## config.mk

```make
export PLATFORM = sky130hd
export DESIGN_NAME = mmc_cmd_engine
export DESIGN_NICKNAME = d
export VERILOG_FILES = /design/src/rtl/mmc_cmd_pkg.sv /design/src/rtl/mmc_cmd_decode.sv /design/src/rtl/mmc_rsp_eval.sv /design/src/rtl/mmc_rsp_regs.sv /design/src/rtl/mmc_cmd_engine.sv
export SDC_FILE = /design/constraint.sdc
export NUM_CORES = 1
export LEC_CHECK = 0
export CAP_MARGIN = 20
export CORE_MARGIN = 1.5
export CORE_UTILIZATION = 50
export CTS_CLUSTER_SIZE = 8
export DETAILED_ROUTE_END_ITERATION = 16
export PLACE_DENSITY = 0.88
export SLEW_MARGIN = 20
export SYNTH_ARGS = -nofsm -noshare
export SYNTH_HDL_FRONTEND = slang
export SYNTH_SLANG_ARGS = --single-unit
```

## constraint.sdc

```tcl
create_clock -name clk -period 8.9 [get_ports clk]
set_clock_uncertainty 0.1 [all_clocks]
set_input_delay 1.78 -clock clk [delete_from_list [all_inputs] [get_ports clk]]
set_output_delay 1.78 -clock clk [all_outputs]
set_load 0.02 [all_outputs]
```

## src/rtl/mmc_cmd_pkg.sv

```systemverilog
// Shared constants and types for the card command engine.
// Assumes a 16-byte maximum response and eight 16-bit response words.
package mmc_cmd_pkg;
    localparam int RSP_BYTES = 16;
    localparam int RSP_WORDS = RSP_BYTES / 2;
    localparam int LEN_W     = $clog2(RSP_BYTES + 1);
    localparam int SEL_W     = $clog2(RSP_WORDS);

    // Status bit positions
    localparam int ST_DONE  = 0;
    localparam int ST_STOP  = 2;
    localparam int ST_TMO   = 7;
    localparam int ST_NRDY  = 12;
    localparam int ST_ERR   = 14;

    // Command word bit positions used before decode
    localparam int CMD_INIT_BIT = 7;
    localparam logic [5:0] STOP_INDEX = 6'd12;

    // Response types with length rules
    localparam logic [2:0] RT_SHORT = 3'd1;
    localparam logic [2:0] RT_LONG  = 3'd2;
    localparam logic [2:0] RT_OCR   = 3'd3;
    localparam logic [2:0] RT_RCA   = 3'd6;

    typedef enum logic [1:0] {
        SEL_CMD    = 2'd0,
        SEL_ARG_LO = 2'd1,
        SEL_ARG_HI = 2'd2,
        SEL_ST_CLR = 2'd3
    } wr_target_e;

    typedef struct packed {
        logic       dir;
        logic [1:0] kind;
        logic       busy_f;
        logic [2:0] rtype;
        logic [5:0] index;
    } cmd_fields_t;
endpackage

```

## src/rtl/mmc_cmd_decode.sv

```systemverilog
// Splits a raw 16-bit command word into its fields.
// Purely combinational; bits 6 and 14 carry no meaning.
module mmc_cmd_decode
    import mmc_cmd_pkg::*;
(
    input  logic [15:0] word_i,
    output cmd_fields_t fld_o,
    output logic        init_o
);
    // Field extraction
    always_comb begin
        fld_o.index  = word_i[5:0];
        fld_o.rtype  = word_i[10:8];
        fld_o.busy_f = word_i[11];
        fld_o.kind   = word_i[13:12];
        fld_o.dir    = word_i[15];
        init_o       = word_i[CMD_INIT_BIT];
    end
endmodule

```

## src/rtl/mmc_rsp_eval.sv

```systemverilog
// Judges a returned response: length check, card-status word extraction,
// error masking and the status bits to set. Combinational.
// Assumes the byte count never exceeds RSP_BYTES.
module mmc_rsp_eval
    import mmc_cmd_pkg::*;
#(
    parameter logic [31:0] ERR_MASK_SHORT = 32'hFDF9_0000,
    parameter logic [31:0] ERR_MASK_RCA   = 32'h0000_E008
) (
    input  logic [2:0]             rtype_i,
    input  logic [5:0]             index_i,
    input  logic [LEN_W-1:0]       len_i,
    input  logic [8*RSP_BYTES-1:0] bytes_i,
    output logic                   store_o,
    output logic                   err_o,
    output logic [15:0]            set_o
);
    localparam int TOP = 8 * RSP_BYTES - 1;

    logic [LEN_W-1:0] need;
    logic [31:0]      card_word;
    logic [31:0]      mask;
    logic             tmo;

    // Per-type length requirement, status word and error mask
    always_comb begin
        need      = '0;
        mask      = '0;
        card_word = bytes_i[TOP -: 32];
        case (rtype_i)
            RT_SHORT: begin need = LEN_W'(4);  mask = ERR_MASK_SHORT; end
            RT_LONG:  begin need = LEN_W'(16); end
            RT_OCR:   begin need = LEN_W'(4);  end
            RT_RCA:   begin
                need      = LEN_W'(4);
                mask      = ERR_MASK_RCA;
                card_word = {16'h0000, bytes_i[TOP-16 -: 16]};
            end
            default:  need = '0;
        endcase
    end

    // Outcome and status bits to set
    always_comb begin
        tmo     = (need != '0) && (len_i < need);
        store_o = (need != '0) && !tmo;
        err_o   = !tmo && |(card_word & mask);
        set_o   = '0;
        if (tmo) begin
            set_o[ST_TMO] = 1'b1;
        end else begin
            set_o[ST_DONE] = 1'b1;
            if (index_i == STOP_INDEX)              set_o[ST_STOP] = 1'b1;
            if (rtype_i == RT_OCR && !card_word[31]) set_o[ST_NRDY] = 1'b1;
            if (err_o)                              set_o[ST_ERR]  = 1'b1;
        end
    end
endmodule

```

## src/rtl/mmc_rsp_regs.sv

```systemverilog
// Bank of response words with clear, load and read selection.
// Word j takes bytes_i[16j +: 16], which puts byte pair 2k/2k+1 in word 7-k.
module mmc_rsp_regs
    import mmc_cmd_pkg::*;
#(
    parameter int WORDS = RSP_WORDS
) (
    input  logic                     clk,
    input  logic                     rst_n,
    input  logic                     clr_i,
    input  logic                     load_i,
    input  logic [16*WORDS-1:0]      bytes_i,
    input  logic [$clog2(WORDS)-1:0] sel_i,
    output logic [15:0]              word_o
);
    logic [15:0] bank [WORDS];

    for (genvar j = 0; j < WORDS; j++) begin : g_word
        // Holds one response word; a load takes precedence over a clear
        always_ff @(posedge clk) begin
            if (!rst_n)      bank[j] <= '0;
            else if (load_i) bank[j] <= bytes_i[16*j +: 16];
            else if (clr_i)  bank[j] <= '0;
        end
    end

    assign word_o = bank[sel_i];
endmodule

```

## src/rtl/mmc_cmd_engine.sv

```systemverilog
// Top of the command engine: accepts register writes, issues a request,
// captures the response and keeps the sticky status.
// Assumes the card side answers each request with one rsp_valid pulse.
module mmc_cmd_engine
    import mmc_cmd_pkg::*;
#(
    parameter logic [31:0] ERR_MASK_SHORT = 32'hFDF9_0000,
    parameter logic [31:0] ERR_MASK_RCA   = 32'h0000_E008
) (
    input  logic                   clk,
    input  logic                   rst_n,
    input  logic                   ctl_enable,
    input  logic                   wr_en,
    input  logic [1:0]             wr_sel,
    input  logic [15:0]            wr_data,
    output logic                   req_valid,
    output logic [5:0]             req_index,
    output logic [31:0]            req_arg,
    output logic                   req_dir,
    output logic [1:0]             req_kind,
    output logic                   req_busy,
    input  logic                   rsp_valid,
    input  logic [LEN_W-1:0]       rsp_len,
    input  logic [8*RSP_BYTES-1:0] rsp_bytes,
    input  logic [SEL_W-1:0]       rsp_sel,
    output logic [15:0]            rsp_word,
    output logic                   busy,
    output logic [15:0]            status
);
    cmd_fields_t fld_w, cmd_q;
    logic        init_w;
    logic        accept, init_only, launch, capture;
    logic        busy_q, req_q;
    logic        ev_store, ev_err;
    logic [15:0] ev_set, st_q, st_set, st_clr;

    mmc_cmd_decode u_dec (.word_i(wr_data), .fld_o(fld_w), .init_o(init_w));

    assign accept    = wr_en && (wr_sel == SEL_CMD) && ctl_enable && !busy_q;
    assign init_only = accept && init_w && (fld_w.index == '0);
    assign launch    = accept && !init_only;
    assign capture   = busy_q && rsp_valid;

    // Latches the accepted command fields
    always_ff @(posedge clk) begin
        if (!rst_n)      cmd_q <= '0;
        else if (accept) cmd_q <= fld_w;
    end

    // Argument halves, each write touching only its half
    always_ff @(posedge clk) begin
        if (!rst_n) req_arg <= '0;
        else if (wr_en && wr_sel == SEL_ARG_LO) req_arg[15:0]  <= wr_data;
        else if (wr_en && wr_sel == SEL_ARG_HI) req_arg[31:16] <= wr_data;
    end

    // Request strobe and in-flight flag
    always_ff @(posedge clk) begin
        if (!rst_n) begin
            req_q  <= 1'b0;
            busy_q <= 1'b0;
        end else begin
            req_q <= launch;
            if (launch)       busy_q <= 1'b1;
            else if (capture) busy_q <= 1'b0;
        end
    end

    mmc_rsp_eval #(
        .ERR_MASK_SHORT(ERR_MASK_SHORT),
        .ERR_MASK_RCA  (ERR_MASK_RCA)
    ) u_eval (
        .rtype_i(cmd_q.rtype),
        .index_i(cmd_q.index),
        .len_i  (rsp_len),
        .bytes_i(rsp_bytes),
        .store_o(ev_store),
        .err_o  (ev_err),
        .set_o  (ev_set)
    );

    mmc_rsp_regs #(.WORDS(RSP_WORDS)) u_regs (
        .clk   (clk),
        .rst_n (rst_n),
        .clr_i (accept),
        .load_i(capture && ev_store),
        .bytes_i(rsp_bytes),
        .sel_i (rsp_sel),
        .word_o(rsp_word)
    );

    // Set and clear terms for the sticky status
    always_comb begin
        st_set = '0;
        st_clr = '0;
        if (wr_en && wr_sel == SEL_ST_CLR) st_clr = wr_data;
        if (capture) begin
            st_set = ev_set;
            if (!ev_err) st_clr[ST_ERR] = 1'b1;
        end
        if (init_only) st_set[ST_DONE] = 1'b1;
    end

    // Sticky status register; a set wins over a clear
    always_ff @(posedge clk) begin
        if (!rst_n) st_q <= '0;
        else        st_q <= (st_q & ~st_clr) | st_set;
    end

    assign req_valid = req_q;
    assign req_index = cmd_q.index;
    assign req_dir   = cmd_q.dir;
    assign req_kind  = cmd_q.kind;
    assign req_busy  = cmd_q.busy_f;
    assign busy      = busy_q;
    assign status    = st_q;
endmodule

```

* Word level (Yosys, flattened, before mapping)
Memory sizes are Yosys's and may differ from the RTL's. Index checks and enable logic that the tools add are counted.
Cells by class: order comparisons 1, eq/ne operators 8, multiplexer cells 42, bitwise operators 21, reductions and logical operators 26
Operators by type and width (count):
- $mux 16 | 17
- $pmux 32 s2 | 1
- $and 32x32->32 | 1
- $mux 32 | 1
- $reduce_or 32->1 | 1
- $mux 1 | 21
- $and 16x16->16 | 1
- $not 16->16 | 1
- $or 1x1->1 | 16
- $or 16x16->16 | 1
- $logic_and 1x1->1 | 15
- $mux 15 | 1
- $pmux 5 s2 | 1
- $eq 3x2->1 const B | 2
- $eq 6x4->1 const B | 1
- $logic_not 6->1 | 1
- $lt 5x5->1 | 1
- $reduce_bool 5->1 | 1
- $eq 2x2->1 const B | 2
- $logic_not 1->1 | 4
- $eq 3x1->1 const B | 1
- $eq 3x3->1 const B | 1
- $reduce_or 3->1 | 1
- $eq 2x1->1 const B | 1
- other kinds (4) | 4
Storage, ports and cells: flip-flop bits (word level) 63, memory bits (writable) 128, output and inout port bits 76, logic and storage cells 109, memories 1
Memories:
- u_regs.bank | words 8, bits a word 16, rd ports 1, clocked after Yosys merged registers in 0, wr ports 8, RTL line mmc_rsp_regs.sv:16 | logic [15:0] bank [WORDS];

* Depth between registers and ports, before layout
Gate-level depths: netlist of run 1.
word-level depth 13, mapped depth 9, mapped depth without buffers 7

* Cells and area by module
From an unflattened synthesis of run 1, not the netlist that was laid out.
Second synthesis, totals: cell total of the unflattened synthesis 678, area, all modules 8759.7 µm²
By module, submodules not included:
- mmc_rsp_regs | times used 1, cells an instance 343, area each 5838.1 µm²
- mmc_cmd_engine | times used 1, cells an instance 281, area each 2533.7 µm²
- mmc_rsp_eval | times used 1, cells an instance 40, area each 282.8 µm²
- mmc_cmd_decode | times used 1, cells an instance 14, area each 105.1 µm²

* Worst setup path before layout of run 1
Ideal clock, no wire load.
kind input port to flip-flop, start in rsp_len[4], end mem u_regs.bank[0][0], enable pin, library setup time 476 ps, arrival time 4968 ps, setup slack 3356 ps, cell stages on the path 5, path buffers 0, cell sequence ha_1 nor2b_1 o311ai_2 a21oi_1 or3_1
RTL lines:
- from (decl) | RTL line mmc_cmd_engine.sv:23 | input logic [LEN_W-1:0] rsp_len,
- to (decl) | RTL line mmc_rsp_regs.sv:16

* Final worst setup path of run 1
start in rsp_sel[0], end out rsp_word[6]
On the way: word-level cells in the longest chain between the ends 1
Ends and longest elaborated chain:
- from (decl) | RTL line mmc_cmd_engine.sv:25 | input logic [SEL_W-1:0] rsp_sel,
- $mem_v2 8x16
- to (decl) | RTL line mmc_cmd_engine.sv:26 | output logic [15:0] rsp_word,
Every way passes these cells.

==> metrics.cfg, run 1 <==
[min_path]
hp-start=status[13]
holdPathStages=2
worstHoldEndpoint=status[13]
hold_path.class=flip-flop to flip-flop

[timing]
finalSetupViolations=0
layout_setup_ws_ns=2.84
min_period_ns=6.06
worst_pin_slew_ns=1.03
max-slew-margin-rel_pct=31.4
fin_crit_sh_pct=68.1
finalMaxSlewViolations=0
finalSetupTns_ns=0
final_hold_viol_count=0
rsz0062_at_grt=false
fmax_mhz=165

[clock_network]
post_cts_buffers=0
cts_root_buf=clkbuf_16
ctsHoldBuffers=0
numCtsBuffers=17
clk_path_buf_depth=2
clk_latency_ns=0.43
clk_pin_slew_ns=0.07
postCtsResizedCells=0
cts_num_sinks=191
cts_tree=yes
htree_num_levels=4

[die]
die_h_um=131
rows=46
fp.dieW_um=131
io_pins=235
core_mm2=0.0160
die_area_mm2=0.0173
initial_utilization_pct=51.5

[setup_path]
crit_family=buffers and inverters
cp_max_fo=32
endpoint_kind=output pin
reg2reg_slack_ns=5.49
max_stage_delay_ns=0.77
reg2reg_from=cmd_q[7]
critPathArrivalTime_ns=4.18
cp-start-kind=input pin
cp_num_buf_inv=2
rr_endpoint=u_regs.bank[5][8]
critical_path_class=input pin to output pin
cp_slowest_cell=buf_2
crit_path_cell_trace=buf_2 > mux4_1 > mux2_2 > clkdlybuf4s50_1
required_ns=7.02
rr_worst_depth=7

[logic_synthesis]
synth_async_sr_flop_share_pct=0
synth_area_mm2=0.00824
synth_area_per_cell_um2=13.1
yosysSeqAreaShare_pct=61.9
yosysTopAreaCell=edfxtp_1
ys_warn_count=0
yosys-top-cells-area=edfxtp_1, dfxtp_1, and2_1
synthCells=630
ys_types=39
synth_fp_nets=790
netlist.area_leader.share_pct=46.6
ys_ff_latch=191
synth-main-ff-cell=edfxtp_1
synth_edf_count=128

[final_layout]
n_fill_cell=1097
final_util_pct=69.9
register_area_mm2=0.00510
area_growth_pct=35.7
layout-drive-gt1-share_pct=8.33
multi_input_comb_area_mm2=0.00282
fin_nets=999

[flow_run]
cap_violations=0

[route]
ant_nets=0
drtPass1Iterations=4
wirelength_um=21800
viasPerCell=5.41
vias=5786
wire_per_inst_um=20.4
route.detailed.drc=0
drt_iter0_markers=510

[placed_design]
place.gp.congestion=0.804
pre_cts_ws_ns=2.84
portBuffers=232
hpwl_um=14800

[global_route]
grt_util_all_layers_pct=25.8
grt_max_degree=66
grt_remaining_overflow=0
grt_pass1_wl_um=33400
antenna_found_initial=1
first_global_vias=5836

[run_status]
run_status=finished, final reports clean

[pwr]
vdd_drop_max_mv=0.196
power.density_mw_per_mm2=174
leakage_nw=4.15

-- metrics by stage --
stage / power [mW] / hold WS (ns) / cells / instance area, um2
floorplan: 1.09 / 0.350 / 630 / 8240
global placement: 1.21 / 0.317 / 1034 / 10600
detailed placement: 1.21 / 0.325 / 1035 / 10600
CTS: 1.95 / 0.338 / 1067 / 11200
global route: 2.00 / 0.355 / 1069 / 11200
finish: 1.94 / 0.337 / 1069 / 11200
-- sequential cells by signal, indices dropped and copies added (netlist names) --
register     cells
u_regs.bank    128
req_arg         32
status          16
req_index        6
cmd_q            3
req_kind         2
busy             1
req_busy         1
req_dir          1
req_valid        1
-- logic make-up after synthesis --
family	count (synthesis)	share of synthesized area, %
flops	191	61.9
simple gates	266	16.7
buf+inv	52	3.99
mux	54	12.6
compound gates	66	4.57
fa+ha+maj	1	0.152
-- layout by cell type, fill, tap and decap left out, types with 2 or more instances in the layout --
cell             netlist  layout
and3_1                 3       3
a32o_1                 2       2
nor3_1                 2       2
nor2b_1                2       2
inv_6                  0       2
clkbuf_16              0      18
clkdlybuf4s50_1        0     231
a21oi_1               53      53
mux2i_1                6       6
dfxtp_1               63      63
mux2_2                16      16
nor4_1                 5       5
clkinv_4               0       5
nand2b_1               2       2
inv_1                  4       4
buf_4                  8       4
edfxtp_1             128     128
nand4_1                3       3
mux4_1                21      21
a21o_1                 2       2
mux4_2                11      11
nor2_1                13      13
inv_4                  0       2
inv_8                  0       4
nand3_1                5       5
and2_1               129     129
nand2_1               98      98
-- layer usage --
layer | vias to the layer above | GRT usage [%] | routed length, um
met1 | 2839 | 31.9 | 8390
met3 | 28 | 9.22 | 2080
met4 | 0 | 9.32 | 609
met2 | 255 | 42.1 | 10700
met5 | - | 0 | 0
li1 | 2664 | - | -
-- layout make-up --
cell class | instances | share of cell area, %
Timing Repair Buffer | 238 | 21.3
Clock inverter | 13 | 1.06
Multi-Input combinational cell | 387 | 25.2
Antenna cell | 1 | 0.0224
Sequential cell | 191 | 45.6
Inverter | 4 | 0.134
Tap cell | 216 | 2.42
Clock buffer | 19 | 4.15
-- power breakdown --
part | total, mW | switching [mW] | internal, mW
Combinational | 0.207 | 0.0905 | 0.117
Clock | 0.750 | 0.356 | 0.394
Sequential | 0.985 | 0.0105 | 0.975
Total | 1.94 | 0.457 | 1.49
-- how the worst max path moves through the flow --
| stage | from | to | slack (ns) | cells after the start |
|---|---|---|---|---|
| final | rsp_sel[0] | rsp_word[6] | 2.84 | 4 |
| after detailed placement | rsp_sel[0] | rsp_word[12] | 2.84 | 4 |
| after global routing | rsp_sel[0] | rsp_word[6] | 2.75 | 4 |
| after global placement | rsp_sel[0] | rsp_word[12] | 2.85 | 4 |
| after floorplan | rsp_len[4] | u_regs.bank[0][0] | 3.36 | 5 |
| after CTS | rsp_sel[0] | rsp_word[6] | 2.79 | 4 |
-- cell usage after synthesis (2+ instances only) --
master    instances
a21o_1            2
a21oi_1          53
a32o_1            2
and2_1          129
and3_1            3
buf_1             8
buf_2            10
buf_4             8
buf_6            12
clkbuf_1          9
dfxtp_1          63
edfxtp_1        128
inv_1             4
mux2_2           16
mux2i_1           6
mux4_1           21
mux4_2           11
nand2_1          98
nand2b_1          2
nand3_1           5
nand4_1           3
nor2_1           13
nor2b_1           2
nor3_1            2
nor4_1            5
or3_1             2
-- tightest hold or removal path: cells and delay by family, from the launching register on --
family          cells  cell delay, ns
flops               1            0.31
simple gates        1            0.05
compound gates      1            0.03
Power figures use the tool's default switching activity.
==> run 2, diff against run 1 <==
--- a/config.mk
+++ b/config.mk
@@ -7,10 +7,10 @@
 export LEC_CHECK = 0
 export CAP_MARGIN = 20
 export CORE_MARGIN = 1.5
-export CORE_UTILIZATION = 50
+export CORE_UTILIZATION = 43
 export CTS_CLUSTER_SIZE = 8
 export DETAILED_ROUTE_END_ITERATION = 16
-export PLACE_DENSITY = 0.88
+export PLACE_DENSITY = 0.81
 export SLEW_MARGIN = 20
 export SYNTH_ARGS = -nofsm -noshare
 export SYNTH_HDL_FRONTEND = slang
==> constraint.sdc (replaced) <==
create_clock -name clk -period 5 [get_ports clk]
set_clock_uncertainty 0.1 [all_clocks]
set_input_delay 1 -clock clk [delete_from_list [all_inputs] [get_ports clk]]
set_output_delay 1 -clock clk [all_outputs]
set_load 0.02 [all_outputs]
==> run 2 against run 1 <==
- sequential share of layout area fell by 0.24 points
- design area rose by 0.53%
- sequential power rose by 78%
- combinational power rose by 77%
- power rose by 79%
- core utilization fell by 10 points
- via count fell by 3.4%
- critical path type unchanged
==> metrics.cfg, run 2 (synthesized netlist as in run 1, its figures left out) <==
[run_status]
run_status=finished, final reports clean

[die]
rows=50  ; +8.7%
die_h_um=141  ; +7.7%
core_mm2=0.0188  ; +17%
die_area_mm2=0.0200  ; +16%
fp.dieW_um=141  ; +7.7%
io_pins=235  ; unchanged
initial_utilization_pct=43.9  ; -7.6 points

[min_path]
hold_path.class=flip-flop to flip-flop
worstHoldEndpoint=status[1]
hp-start=status[1]
holdPathStages=2  ; unchanged

[pwr]
total_power_mw=3.48  ; +79%
power.density_mw_per_mm2=309  ; +78%
leakage_nw=4.16  ; +0.11%
vdd_drop_max_mv=0.232  ; +18%

[setup_path]
cp_max_fo=16  ; -50%
critPathArrivalTime_ns=3.21  ; -0.97 ns
cp-start-kind=input pin
required_ns=3.90  ; -3.12 ns
rr_worst_depth=7  ; unchanged
critical_path_class=input pin to output pin
rr_endpoint=u_regs.bank[5][2]
reg2reg_from=cmd_q[7]
reg2reg_slack_ns=1.91  ; -3.58 ns
endpoint_kind=output pin

[final_layout]
fin_nets=1001  ; +0.20%
final_cell_mix=clkdlybuf4s50_1, and2_1, edfxtp_1
area_growth_pct=36.4
postLayoutCellArea_mm2=0.0112  ; +0.53%
layout-drive-gt1-share_pct=8.67  ; +0.33 points
register_area_mm2=0.00510  ; unchanged
n_fill_cell=1452  ; +32%
multi_input_comb_area_mm2=0.00282  ; about the same
layout_commonest_cell=clkdlybuf4s50_1
largest_reg_flops=128  ; unchanged
top_register=u_regs.bank

[route]
wire_per_inst_um=19.1  ; -6.6%
drtPass1Iterations=4  ; unchanged
viasPerCell=5.13  ; -5.2%
wirelength_um=20800  ; -4.8%
route.detailed.drc=0  ; unchanged
drt_iter0_markers=284  ; -44%
ant_nets=0  ; unchanged
vias=5591  ; -3.4%

[global_route]
first_global_vias=5576  ; -4.5%
grt_max_degree=96  ; +45%
use_met3_pct=8.50  ; -0.72 points
grt_util_all_layers_pct=20.8  ; -5.0 points
grt_remaining_overflow=0  ; unchanged
grtUsageMet1_pct=24.0  ; -7.9 points
top_usage_layer=met2
grt_pass1_wl_um=31000  ; -7.2%
grtUsageMet2_pct=35.3  ; -6.7 points
antenna_found_initial=2  ; +1

[placed_design]
placed_cell_area_mm2=0.0106  ; +0.51%
portBuffers=232  ; unchanged
hpwl_um=14700  ; -0.86%
place.gp.congestion=0.794  ; -1.3%

[timing]
whs_ns=0.336  ; -0.00187 ns
fin_crit_sh_pct=86.2
max-slew-margin-rel_pct=43.0  ; +12 points
min_period_ns=4.31
finalSetupViolations=0  ; unchanged
finalMaxSlewViolations=0  ; unchanged
finalSetupTns_ns=0  ; unchanged
final_hold_viol_count=0  ; unchanged
fmax_mhz=232
rsz0062_at_grt=false
worst_pin_slew_ns=0.856  ; -0.174 ns

[clock_network]
postCtsResizedCells=0  ; unchanged
numCtsBuffers=17  ; unchanged
clk_pin_slew_ns=0.07  ; about the same
htree_num_levels=4  ; unchanged
post_cts_buffers=0  ; unchanged
clk_path_buf_depth=2  ; unchanged
ctsHoldBuffers=0  ; unchanged
cts_num_sinks=191  ; unchanged
cts_root_buf=clkbuf_16
clk_latency_ns=0.43  ; about the same
cts_tree=yes

[flow_run]
cap_violations=0  ; unchanged

run 2: cell count changes in the layout (fill, tap and decap cells not counted), sizes merged:
cell	previous run	this run
buf	7	9
clkinvlp	0	1
diode	1	2
clkinv	5	8
inv	12	10
clkbuf	19	17
run 2: power by group:
group	switching, mW	leakage (nW)	internal [mW]	total, mW
clock	0.680	0.292	0.679	1.36
sequential	0.0178	1.84	1.73	1.75
combinational	0.157	2.02	0.209	0.366
run 2: worst max-delay path by stage:
stage	from	to	slack [ns]	depth (start not counted)
floorplan	rsp_len[4]	u_regs.bank[0][0]	0.24	5
global placement	rsp_sel[0]	rsp_word[10]	0.68	5
detailed placement	rsp_sel[0]	rsp_word[10]	0.66	5
CTS	rsp_sel[0]	rsp_word[10]	0.65	5
global route	rsp_sel[0]	rsp_word[10]	0.59	5
finish	rsp_sel[0]	rsp_word[10]	0.69	5
run 2: worst max-delay path: stages:
cell	delay [ns]
buf_2	0.42
buf_4	0.32
mux4_1	0.63
mux2_2	0.29
clkdlybuf4s50_1	0.53
run 2: layout make-up:
| class | count | area share (%) |
|---|---|---|
| Sequential cell | 191 | 45.4 |
| Clock buffer | 17 | 3.78 |
| Inverter | 4 | 0.134 |
| Antenna cell | 2 | 0.0445 |
| Tap cell | 234 | 2.60 |
| Timing Repair Buffer | 240 | 21.3 |
| Multi-Input combinational cell | 387 | 25.1 |
| Clock inverter | 15 | 1.65 |
run 2: stage by stage:
stage | worst slack [ns] | instances | utilization (%)
after floorplan | 0.236 | 630 | -
after global routing | 0.593 | 1088 | 59.9
after CTS | 0.646 | 1088 | 59.9
final | 0.688 | 1090 | 59.9
after global placement | 0.676 | 1056 | 56.6
after detailed placement | 0.655 | 1056 | 56.6
run 2: per-layer routing:
metal	wire length (um)	vias up
met5	26	-
met4	284	4
met3	2140	20
met2	10300	194
met1	8050	2705
li1	-	2668
==> run 3, diff against run 2 <==
--- a/config.mk
+++ b/config.mk
@@ -5,6 +5,7 @@
 export SDC_FILE = /design/constraint.sdc
 export NUM_CORES = 1
 export LEC_CHECK = 0
+export ABC_CLOCK_PERIOD_IN_PS = 5000
 export CAP_MARGIN = 20
 export CORE_MARGIN = 1.5
 export CORE_UTILIZATION = 43
==> results of run 3 <==
No change in the layout: final DEF, timing and power equal those of run 2.
